`config.mk`:
```
export PLATFORM = sky130hd
export DESIGN_NAME = dshot_port_gen
export DESIGN_NICKNAME = d
export VERILOG_FILES = /design/src/rtl/dshot_port_pkg.sv /design/src/rtl/dshot_pacer.sv /design/src/rtl/dshot_frame_seq.sv /design/src/rtl/dshot_word_comp.sv /design/src/rtl/dshot_port_gen.sv
export SDC_FILE = /design/constraint.sdc
export NUM_CORES = 1
export LEC_CHECK = 0
export BUFFER_PORTS_ARGS = -buffer_cell sky130_fd_sc_hd__buf_2
export CAP_MARGIN = 20
export CORE_UTILIZATION = 40
export DETAILED_ROUTE_END_ITERATION = 8
export SYNTH_ARGS = -nofsm -noshare
export SYNTH_HDL_FRONTEND = slang
export SYNTH_SLANG_ARGS = --single-unit
```
`constraint.sdc`:
```
create_clock -name clk -period 2.98 [get_ports clk]
set_input_delay 0.298 -clock clk [delete_from_list [all_inputs] [get_ports clk]]
set_output_delay 0.298 -clock clk [all_outputs]
set_load 0.005 [all_outputs]
```
`src/rtl/dshot_port_pkg.sv`:
```
package dshot_port_pkg;
  localparam int unsigned NUM_CH     = 16;
  localparam int unsigned FRAME_BITS = 16;
  localparam int unsigned SUB_PER_BIT = 20;
  localparam int unsigned HI_ONE_END  = 14;
  localparam int unsigned HI_ZERO_END = 7;
  localparam int unsigned TICK_DIV    = 20;
endpackage

```
`src/rtl/dshot_pacer.sv`:
```
module dshot_pacer #(
  parameter int unsigned DIV = 20
) (
  input  logic clk,
  input  logic rst_n,
  output logic tick
);
  localparam int unsigned CW = (DIV > 1) ? $clog2(DIV) : 1;
  localparam logic [CW-1:0] LAST = CW'(DIV - 1);

  logic [CW-1:0] cnt_q, cnt_d;

  always_comb begin
    cnt_d = (cnt_q == LAST) ? '0 : cnt_q + 1'b1;
  end

  always_ff @(posedge clk or negedge rst_n) begin
    if (!rst_n) cnt_q <= '0;
    else        cnt_q <= cnt_d;
  end

  assign tick = (cnt_q == LAST);

  a_r2_count_range: assert property (@(posedge clk) disable iff (!rst_n)
    cnt_q <= LAST);
  a_r2_wrap: assert property (@(posedge clk) disable iff (!rst_n)
    tick |=> (cnt_q == '0));
endmodule

```
`src/rtl/dshot_frame_seq.sv`:
```
module dshot_frame_seq #(
  parameter int unsigned NCH  = 16,
  parameter int unsigned BITS = 16,
  parameter int unsigned SUBS = 20
) (
  input  logic                  clk,
  input  logic                  rst_n,
  input  logic                  start,
  input  logic                  tick,
  input  logic [NCH*BITS-1:0]   pkt_in,
  input  logic [NCH-1:0]        mask_in,
  output logic [NCH*BITS-1:0]   pkt_lat,
  output logic [NCH-1:0]        mask_lat,
  output logic [$clog2(BITS)-1:0] bit_idx,
  output logic [$clog2(SUBS)-1:0] sub_idx,
  output logic                  trailing,
  output logic                  busy,
  output logic                  apply,
  output logic                  last
);
  localparam int unsigned BW = $clog2(BITS);
  localparam int unsigned SW = $clog2(SUBS);
  localparam logic [BW-1:0] BIT_LAST = BW'(BITS - 1);
  localparam logic [SW-1:0] SUB_LAST = SW'(SUBS - 1);

  logic            busy_q, busy_d, trail_q, trail_d;
  logic [BW-1:0]   bit_q, bit_d;
  logic [SW-1:0]   sub_q, sub_d;
  logic            load;

  assign load  = start && !busy_q;
  assign apply = busy_q && tick;
  assign last  = apply && trail_q;

  always_comb begin
    busy_d  = busy_q;
    trail_d = trail_q;
    bit_d   = bit_q;
    sub_d   = sub_q;
    if (load) begin
      busy_d  = 1'b1;
      trail_d = 1'b0;
      bit_d   = '0;
      sub_d   = '0;
    end else if (apply) begin
      if (trail_q) begin
        busy_d  = 1'b0;
        trail_d = 1'b0;
      end else if (sub_q == SUB_LAST) begin
        sub_d = '0;
        if (bit_q == BIT_LAST) trail_d = 1'b1;
        else                   bit_d   = bit_q + 1'b1;
      end else begin
        sub_d = sub_q + 1'b1;
      end
    end
  end

  always_ff @(posedge clk or negedge rst_n) begin
    if (!rst_n) begin
      busy_q  <= 1'b0;
      trail_q <= 1'b0;
      bit_q   <= '0;
      sub_q   <= '0;
    end else begin
      busy_q  <= busy_d;
      trail_q <= trail_d;
      bit_q   <= bit_d;
      sub_q   <= sub_d;
    end
  end

  always_ff @(posedge clk or negedge rst_n) begin
    if (!rst_n) begin
      pkt_lat  <= '0;
      mask_lat <= '0;
    end else if (load) begin
      pkt_lat  <= pkt_in;
      mask_lat <= mask_in;
    end
  end

  assign bit_idx  = bit_q;
  assign sub_idx  = sub_q;
  assign trailing = trail_q;
  assign busy     = busy_q;

  a_r3_sub_range: assert property (@(posedge clk) disable iff (!rst_n)
    sub_q <= SUB_LAST);
  a_r3_trail_at_zero: assert property (@(posedge clk) disable iff (!rst_n)
    trail_q |-> (sub_q == '0 && bit_q == BIT_LAST));
  a_r9_busy_start_holds: assert property (@(posedge clk) disable iff (!rst_n)
    (busy_q && start) |=> ($stable(pkt_lat) && $stable(mask_lat)));
endmodule

```
`src/rtl/dshot_word_comp.sv`:
```
module dshot_word_comp #(
  parameter int unsigned NCH  = 16,
  parameter int unsigned BITS = 16,
  parameter int unsigned SUBS = 20,
  parameter int unsigned T_ONE  = 14,
  parameter int unsigned T_ZERO = 7
) (
  input  logic [NCH*BITS-1:0]     pkt,
  input  logic [NCH-1:0]          mask,
  input  logic [$clog2(BITS)-1:0] bit_idx,
  input  logic [$clog2(SUBS)-1:0] sub_idx,
  input  logic                    trailing,
  output logic [2*NCH-1:0]        word
);
  localparam int unsigned BW = $clog2(BITS);
  localparam int unsigned SW = $clog2(SUBS);
  localparam logic [SW-1:0] S_ONE  = SW'(T_ONE);
  localparam logic [SW-1:0] S_ZERO = SW'(T_ZERO);
  localparam logic [BW-1:0] B_TOP  = BW'(BITS - 1);

  logic [BW-1:0] pos;
  logic          at_start;
  assign pos      = B_TOP - bit_idx;
  assign at_start = !trailing && (sub_idx == '0);

  for (genvar c = 0; c < NCH; c++) begin : g_ch
    logic [BITS-1:0] p;
    logic            val;
    assign p   = pkt[c*BITS +: BITS];
    assign val = p[pos];
    assign word[c]       = mask[c] && at_start;
    assign word[NCH + c] = mask[c] && !trailing &&
                           (sub_idx == (val ? S_ONE : S_ZERO));
  end
endmodule

```
`src/rtl/dshot_port_gen.sv`:
```
module dshot_port_gen
  import dshot_port_pkg::*;
#(
  parameter int unsigned NCH   = NUM_CH,
  parameter int unsigned BITS  = FRAME_BITS,
  parameter int unsigned SUBS  = SUB_PER_BIT,
  parameter int unsigned DIV   = TICK_DIV
) (
  input  logic                 clk,
  input  logic                 rst_n,
  input  logic                 start,
  input  logic [NCH*BITS-1:0]  pkt_flat,
  input  logic [NCH-1:0]       chan_mask,
  output logic [NCH-1:0]       pin_out,
  output logic [2*NCH-1:0]     cmd_word,
  output logic                 cmd_valid,
  output logic                 busy,
  output logic                 done
);
  localparam int unsigned BW = $clog2(BITS);
  localparam int unsigned SW = $clog2(SUBS);

  logic                tick, apply, last, trailing;
  logic [NCH*BITS-1:0] pkt_lat;
  logic [NCH-1:0]      mask_lat;
  logic [BW-1:0]       bit_idx;
  logic [SW-1:0]       sub_idx;
  logic [2*NCH-1:0]    word;

  dshot_pacer #(.DIV(DIV)) u_pacer (.clk(clk), .rst_n(rst_n), .tick(tick));

  dshot_frame_seq #(.NCH(NCH), .BITS(BITS), .SUBS(SUBS)) u_seq (
    .clk(clk), .rst_n(rst_n), .start(start), .tick(tick),
    .pkt_in(pkt_flat), .mask_in(chan_mask),
    .pkt_lat(pkt_lat), .mask_lat(mask_lat),
    .bit_idx(bit_idx), .sub_idx(sub_idx), .trailing(trailing),
    .busy(busy), .apply(apply), .last(last));

  dshot_word_comp #(.NCH(NCH), .BITS(BITS), .SUBS(SUBS),
                    .T_ONE(HI_ONE_END), .T_ZERO(HI_ZERO_END)) u_comp (
    .pkt(pkt_lat), .mask(mask_lat), .bit_idx(bit_idx), .sub_idx(sub_idx),
    .trailing(trailing), .word(word));

  logic [NCH-1:0]   pin_q, pin_d;
  logic [2*NCH-1:0] cmd_q, cmd_d;
  logic             val_q, done_q;

  always_comb begin
    pin_d = pin_q;
    cmd_d = cmd_q;
    if (apply) begin
      pin_d = (pin_q & ~word[2*NCH-1:NCH]) | word[NCH-1:0];
      cmd_d = word;
    end
  end

  always_ff @(posedge clk or negedge rst_n) begin
    if (!rst_n) begin
      pin_q  <= '0;
      cmd_q  <= '0;
      val_q  <= 1'b0;
      done_q <= 1'b0;
    end else begin
      pin_q  <= pin_d;
      cmd_q  <= cmd_d;
      val_q  <= apply;
      done_q <= last;
    end
  end

  assign pin_out   = pin_q;
  assign cmd_word  = cmd_q;
  assign cmd_valid = val_q;
  assign done      = done_q;

  a_r7_set_wins: assert property (@(posedge clk) disable iff (!rst_n)
    cmd_valid |-> ((pin_out & cmd_word[NCH-1:0]) == cmd_word[NCH-1:0]));
  a_r6_mask_only: assert property (@(posedge clk) disable iff (!rst_n)
    apply |-> (((word[NCH-1:0] | word[2*NCH-1:NCH]) & ~mask_lat) == '0));
  a_r10_done_pulse: assert property (@(posedge clk) disable iff (!rst_n)
    done |=> !done);
  a_r10_done_with_word: assert property (@(posedge clk) disable iff (!rst_n)
    done |-> (cmd_valid && !busy && cmd_word == '0));
endmodule

```
==> results of run 1 <==
==> per-layer routing <==
| metal | part of all wire, % | up-vias |
|---|---|---|
| met5 | 0 | - |
| met3 | 4.6 | 74 |
| met4 | 2.9 | 0 |
| met1 | 43 | 5424 |
| met2 | 49 | 301 |
| li1 | - | 4837 |
==> flip-flops by register name, indices dropped and copies added, names as in the netlist <==
name            cells
u_seq.busy          1
u_pacer.cnt_q       5
u_seq.bit_idx       4
cmd_valid           1
pin_out            16
u_seq.sub_idx       5
done                1
cmd_word           32
u_seq.pkt_lat     256
u_seq.mask_lat     16
u_seq.trailing      1
==> synthesized netlist by cell type (2+ instances only) <==
cell type,instances
a22o_1,43
a221oi_2,13
and3_1,2
nor2_1,13
ha_1,4
a21oi_1,9
inv_1,18
mux4_1,11
nor2b_1,10
buf_2,12
clkbuf_1,45
a22oi_1,4
dfrtp_1,338
o21ai_0,7
buf_6,3
xor2_1,2
nor4_1,2
nand2_1,13
mux2_2,274
or3_1,3
and2_1,2
o21ai_1,14
nand3_1,11
mux2i_1,30
nand4_1,2
mux4_2,53
nand2b_1,2
buf_8,2
==> stage by stage <==
stage               instances  hold WS [ns]  cell area [um^2]
floorplan                 958       0.00241             15000
global placement         1725         0.288             17400
detailed placement       1725         0.287             17400
CTS                      2066        0.0496             21400
global route             2068        0.0715             21400
finish                   2068        0.0745             21400
==> worst max-delay path: stages (launching register included) <==
cell	delay, ns
dfrtp_4	0.69
buf_4	0.28
mux4_1	0.58
a22o_1	0.20
a221oi_2	0.35
mux2i_1	0.30
a22o_1	0.16
==> cell usage in the layout, fill, tap and decap left out, types with 3 or more instances in the layout <==
cell,synthesis,final
dfrtp_1,338,336
buf_2,12,324
mux2_2,274,274
dlygate4sd3_1,0,273
mux4_2,53,53
a22o_1,43,43
clkbuf_16,0,42
mux2i_1,30,30
buf_4,1,24
inv_1,18,18
o21ai_1,14,14
buf_12,1,14
nand2_1,13,13
a221oi_2,13,13
nor2_1,13,12
nand3_1,11,11
mux4_1,11,11
a21oi_1,9,9
clkbuf_1,45,8
o21ai_0,7,7
nor2b_1,10,7
clkinv_2,0,7
clkbuf_8,0,7
a22oi_1,4,4
ha_1,4,4
or3_1,3,3
==> worst max path at each step <==
stage / startpoint / end / slack, ns / cells after the start
finish: u_seq.bit_idx[1] / cmd_word[24] / 0.35 / 6
CTS: u_seq.bit_idx[1] / cmd_word[24] / 0.31 / 6
floorplan: u_seq.bit_idx[1] / cmd_word[20] / 0.92 / 6
global placement: u_seq.bit_idx[1] / cmd_word[25] / 0.42 / 6
detailed placement: u_seq.bit_idx[1] / cmd_word[24] / 0.35 / 6
global route: u_seq.bit_idx[1] / cmd_word[24] / 0.20 / 6
==> cell families after synthesis <==
family	share of synthesized area [%]
multiplexers	32.6
flip-flops	56.5
AO/OA/AOI/OAI	5.24
buffers and inverters	2.59
AND/OR/NAND/NOR	2.55
adder cells (fa/ha/maj)	0.334
XOR/XNOR	0.176
==> timing repair <==
| item | 4_1_cts | 5_1_grt |
|---|---|---|
| endpoints found under the hold margin | 326 | 0 |
| hold buffers | 273 | 0 |
| buffers inserted | 0 | 0 |
==> power by group through the flow <==
stage / Sequential, mW / Combinational, mW / Clock, mW
global route: 5.72 / 2.34 / 5.11
CTS: 5.63 / 2.18 / 4.94
finish: 5.64 / 2.16 / 4.81
detailed placement: 5.71 / 1.89 / 0
global placement: 5.70 / 1.85 / 0
floorplan: 5.50 / 1.36 / 0
==> cell type report <==
class	instances	area [um^2]	share of cell area, %
Sequential cell	338	8470	39.6
Multi-Input combinational cell	538	6140	28.7
Timing Repair Buffer	636	4830	22.6
Clock buffer	57	1180	5.50
Tap cell	468	586	2.74
Clock inverter	11	120	0.562
Inverter	18	67.6	0.316
Antenna cell	2	5.00	0.0234
==> summary.md, run 1 <==
| Metric | Value |
|---|---|
| FP Rows | `70` |
| Synthesis-stage register bit count | `338` |
| Vias per Instance | `5.14` |
| Post-synth top area share | `56.5%` |
| Top FF cell, synth | `dfrtp_1` |
| Die area | `38200 um^2` |
| Comb pwr share | `17.2%` |
| Design Power | `12.6 mW` |
| Crit path DAT | `3.11 ns` |
| Worst Setup Path Type | `reg -> reg` |
| HP Class | `in -> reg` |
| Worst VDD drop | `0.385 mV` |
| Flop pwr share | `44.7%` |
| Clock-pin slew on the worst setup and hold paths | `0.06 ns` |
| Synth warn | `0` |
| Drt wl/cell | `20.4 um` |
| Highest Clock Rate | `0.380 GHz` |
| Vias | `10600` |
| Area delta synth->final | `42.9%` |
| Slew HR | `40.7%` |
| H-tree depth | `2` |
| Worst-Margin Slew | `0.890 ns` |
| Status | `completed` |
| Starting density of the core | `40.8%` |
| Post-Synthesis Cells | `958` |
| Clock Tree Buf Depth | `3` |
| Met1 Track Usage GR | `29.8%` |
| Fin nets | `1851` |
| Met2 usage | `37.7%` |
| Max Cap Viol | `0` |
| Sw Share | `24.7%` |
| PortBufs | `325` |
| Post-Synthesis Cell Area | `15000 um^2` |
| Pint | `9.50 mW` |
| Drt first pass iters | `4` |
| Critical R2R Capture | `cmd_word[24]` |
| Final ANT Viol Nets | `0` |
| Main area contributors after synthesis | `dfrtp_1 57%, mux2_2 21%, mux4_2 8.0%` |
| Final WS setup | `0.351 ns` |
| Net count after synthesis | `1237` |
| Layout Utilization | `58.3%` |
| Grt peak-use layer | `met2` |
| Global route total overflow | `0` |
| Top Ports | `326` |
| Maximum fanout along the worst path | `20` |
| Placeable Area | `36700 um^2` |
| Synth area leader | `dfrtp_1` |
| Worst Hold Launch | `pkt_flat[181]` |
| Clock latency on the worst-skew pair | `0.55 ns` |
| Die Wd | `195 um` |
| Crit. End Element | `flip-flop` |
| Ys async rst share | `100%` |
| Syn avg cell area | `15.6 um^2` |
| CTS Buf Count | `40` |
| Fill count | `2885` |
| Met3 global-route usage | `3.66%` |
| Pre-CTS setup slack | `0.347 ns` |
| Reg2reg path depth | `6` |
| R2R Setup Slk | `0.35 ns` |
| Clk_skew | `0.0185 ns` |
| Slew Limit Fails | `0` |
| RSZ-0062 raised after global routing | `false` |
| Hold Path End | `u_seq.pkt_lat[181]` |
| Largest net degree at the start of global routing | `63` |
| Period utilization | `88.2%` |
| First DRT Iteration DRCs | `442` |
| Switch Pwr | `3.12 mW` |
| CP required | `3.46 ns` |
| Tmin final | `2.63 ns` |
| Clk pwr share | `38.2%` |
| Pleak | `9.77 nW` |
| Routed wire length | `42200 um` |
| Share of the yosys chip area belonging to registers | `56.5%` |
| Gp weighted congestion | `0.776` |
| Die Ht | `195 um` |
| Netlist cell types | `44` |
| TNS Setup | `0 ns` |
| Hold path cells | `2` |
| Vias in the first global route | `11500` |
| Worst reg2reg path startpoint | `u_seq.bit_idx[1]` |
| Final setup viols | `0` |
| Pwr dens | `590 nW/um^2` |
| Gr usage total | `22.6%` |
| Residual DRC | `0` |
| Resized Gates After CTS | `0` |
| First-pass GRT wire length | `65900 um` |
| Post-DP HPWL | `27900 um` |
| Share of cells above drive strength 1 | `48.3%` |
| CTS Root Cell | `clkbuf_16` |
| Final Hold Fails | `0` |
| CTS tree | `yes` |
| Post-synth EDFFs | `0` |
| Initial antenna violation count | `3` |
| CTS Sinks | `338` |
| Worst setup SP type | `flip-flop` |
Power figures use the tool's default switching activity.
==> inputs of run 2 (changes only) <==
Settings changed: ABC_AREA from default to 1.
==> run 2 against run 1 <==
Net effect:
- power is 13% lower
- sequential power is 13% lower
- clock skew is 0.0011 ns higher
- worst hold slack worse by 0.051 ns
- highest routed layer is now met5
- flip-flop and latch count stayed put
- wire length is 24% higher
- count of clock-buffer cells in the layout stayed put
- die area is 5.6% higher
- critical path type unchanged
- synthesized cell count is 110% higher
- critical path depth is 3 higher
- fmax is 19% higher
==> summary.md, run 2 <==
| Metric | Value |
|---|---|
| Status | `completed` |
| Post-synth top area share | `53.5%` |
| Post-synth EDFFs | `0` |
| First-pass GRT wire length | `83600 um` |
| Final ANT Viol Nets | `0` |
| Met2 routed WL | `24500 um` |
| Fin cells | `3124` |
| CTS tree | `yes` |
| Clock latency on the worst-skew pair | `0.56 ns` |
| Vias | `15300` |
| Top FF cell, synth | `dfrtp_1` |
| Placeable Area | `38800 um^2` |
| Vias per Instance | `4.91` |
| Synth area leader | `dfrtp_1` |
| Post-Synthesis Cells | `2037` |
| Clk_skew | `0.0196 ns` |
| Vias in the first global route | `15300` |
| Hold_ws | `0.0232 ns` |
| Design Power | `11.0 mW` |
| Resized Gates After CTS | `0` |
| Met3 wire len | `2960 um` |
| HP Class | `in -> reg` |
| Most common cell after layout, fill and taps aside | `nand2_1` |
| Inst Count DP | `2786` |
| Clock-pin slew on the worst setup and hold paths | `0.06 ns` |
| Worst VDD drop | `0.363 mV` |
| Final Hold Fails | `0` |
| Post-Synthesis Cell Area | `15800 um^2` |
| Reg with most FFs | `u_seq.pkt_lat` |
| Net count after synthesis | `2316` |
| Finished Cell Area | `21800 um^2` |
| Max FFs per register | `256` |
| Synthesis-stage register bit count | `338` |
| Post CTS Setup Buffer Count | `0` |
| Share of the yosys chip area belonging to registers | `53.5%` |
| Most common cell in the netlist | `nand2_1` |
| Ys async rst share | `100%` |
| Global route total overflow | `0` |
| Top Ports | `326` |
| Worst setup SP type | `flip-flop` |
| Largest net degree at the start of global routing | `185` |
| First DRT Iteration DRCs | `1106` |
| Main area contributors after synthesis | `dfrtp_1 53%, nand2_1 17%, o21ai_0 8.4%` |
| H-tree depth | `2` |
| Gp weighted congestion | `0.821` |
| FP Rows | `72` |
| Starting density of the core | `40.7%` |
| Tmin final | `2.22 ns` |
| Gr usage total | `26.3%` |
| CP required | `3.43 ns` |
| Netlist cell types | `28` |
| Post-CTS Hold Fix Bufs | `266` |
| Highest Clock Rate | `0.451 GHz` |
| Crit path DAT | `2.66 ns` |
| Routed wire length | `52400 um` |
| Clock Tree Buf Depth | `3` |
| Area delta synth->final | `37.5%` |
| Crit. End Element | `flip-flop` |
| Max Used Layer | `met5` |
| RSZ-0062 raised after global routing | `false` |
| Maximum fanout along the worst path | `65` |
| Die Ht | `201 um` |
| Most frequent cells in the layout | `718 x nand2_1, 335 x dfrtp_1, 324 x buf_2` |
| Fin nets | `2854` |
| Residual DRC | `0` |
| Max Cap Viol | `0` |
| CTS Root Cell | `clkbuf_16` |
| Share of cells above drive strength 1 | `16.6%` |
| TNS Setup | `0 ns` |
| Drt wl/cell | `16.8 um` |
| Initial antenna violation count | `2` |
| Pwr dens | `507 nW/um^2` |
| R2R Setup Slk | `0.76 ns` |
| CTS Sinks | `338` |
| Final setup viols | `0` |
| Layout Utilization | `56.0%` |
| Worst Setup Path Type | `reg -> reg` |
| Syn avg cell area | `7.77 um^2` |
| Slew HR | `37.2%` |
| Period utilization | `74.3%` |
| M1 WL | `22600 um` |
| Pre-CTS setup slack | `0.766 ns` |
| Post-DP HPWL | `32500 um` |
| Synth warn | `0` |
| Area after DPL | `17800 um^2` |
| Worst-Margin Slew | `0.941 ns` |
| Slew Limit Fails | `0` |
| Pleak | `11.1 nW` |
| PortBufs | `325` |
| Synth top cells by count | `718 x nand2_1, 338 x dfrtp_1, 272 x inv_1, 267 x o21ai_0, 253 x nand3_1` |
| Drt first pass iters | `5` |
| Die Wd | `201 um` |
| CTS Buf Count | `39` |
| Final WS setup | `0.765 ns` |
| Die area | `40300 um^2` |
## run 2: report_power, final
part | total, mW | internal, mW | switching (mW)
sequential | 4.92 | 4.84 | 0.0802
clock | 4.83 | 2.90 | 1.93
combinational | 1.28 | 0.596 | 0.680
## run 2: layer usage
metal,vias to the layer above,global-route usage [%]
li1,7419,-
met1,7254,35.1
met2,527,42.3
met3,131,3.60
met4,2,12.8
met5,-,0
## run 2: layout make-up
class,count,area [um^2]
Sequential cell,338,8460
Clock buffer,57,1170
Timing Repair Buffer,618,4610
Clock inverter,12,121
Tap cell,518,648
Inverter,277,1040
Fill cell,3503,17100
Multi-Input combinational cell,1301,5690
Antenna cell,3,7.51
## run 2: cell families after synthesis
group,count (synthesis),share of synthesized area (%)
AO/OA/AOI/OAI,285,9.16
adder cells (fa/ha/maj),4,0.316
XOR/XNOR,3,0.166
flip-flops,338,53.5
buffers and inverters,398,10.6
AND/OR/NAND/NOR,1009,26.3
## run 2: final timing paths
kind,from,endpoint,depth (start not counted)
setup / recovery,u_seq.bit_idx[1],u_seq.bit_idx[3],9
hold reg to reg,u_seq.pkt_lat[172],u_seq.pkt_lat[172],2
hold / removal,pkt_flat[246],u_seq.pkt_lat[246],3
setup reg to reg,u_seq.bit_idx[1],u_seq.bit_idx[3],9
max in group asynchronous,rst_n,u_seq.pkt_lat[243],3
min in group asynchronous,rst_n,u_seq.pkt_lat[76],2
## run 2: worst max-delay path, stage by stage (launching register included)
cell     delay, ns
dfrtp_2       0.36
buf_4         0.68
ha_1          0.30
nand2_1       0.08
nor3_1        0.25
inv_1         0.07
nand3_1       0.11
inv_2         0.08
a21oi_1       0.12
nor2_1        0.06
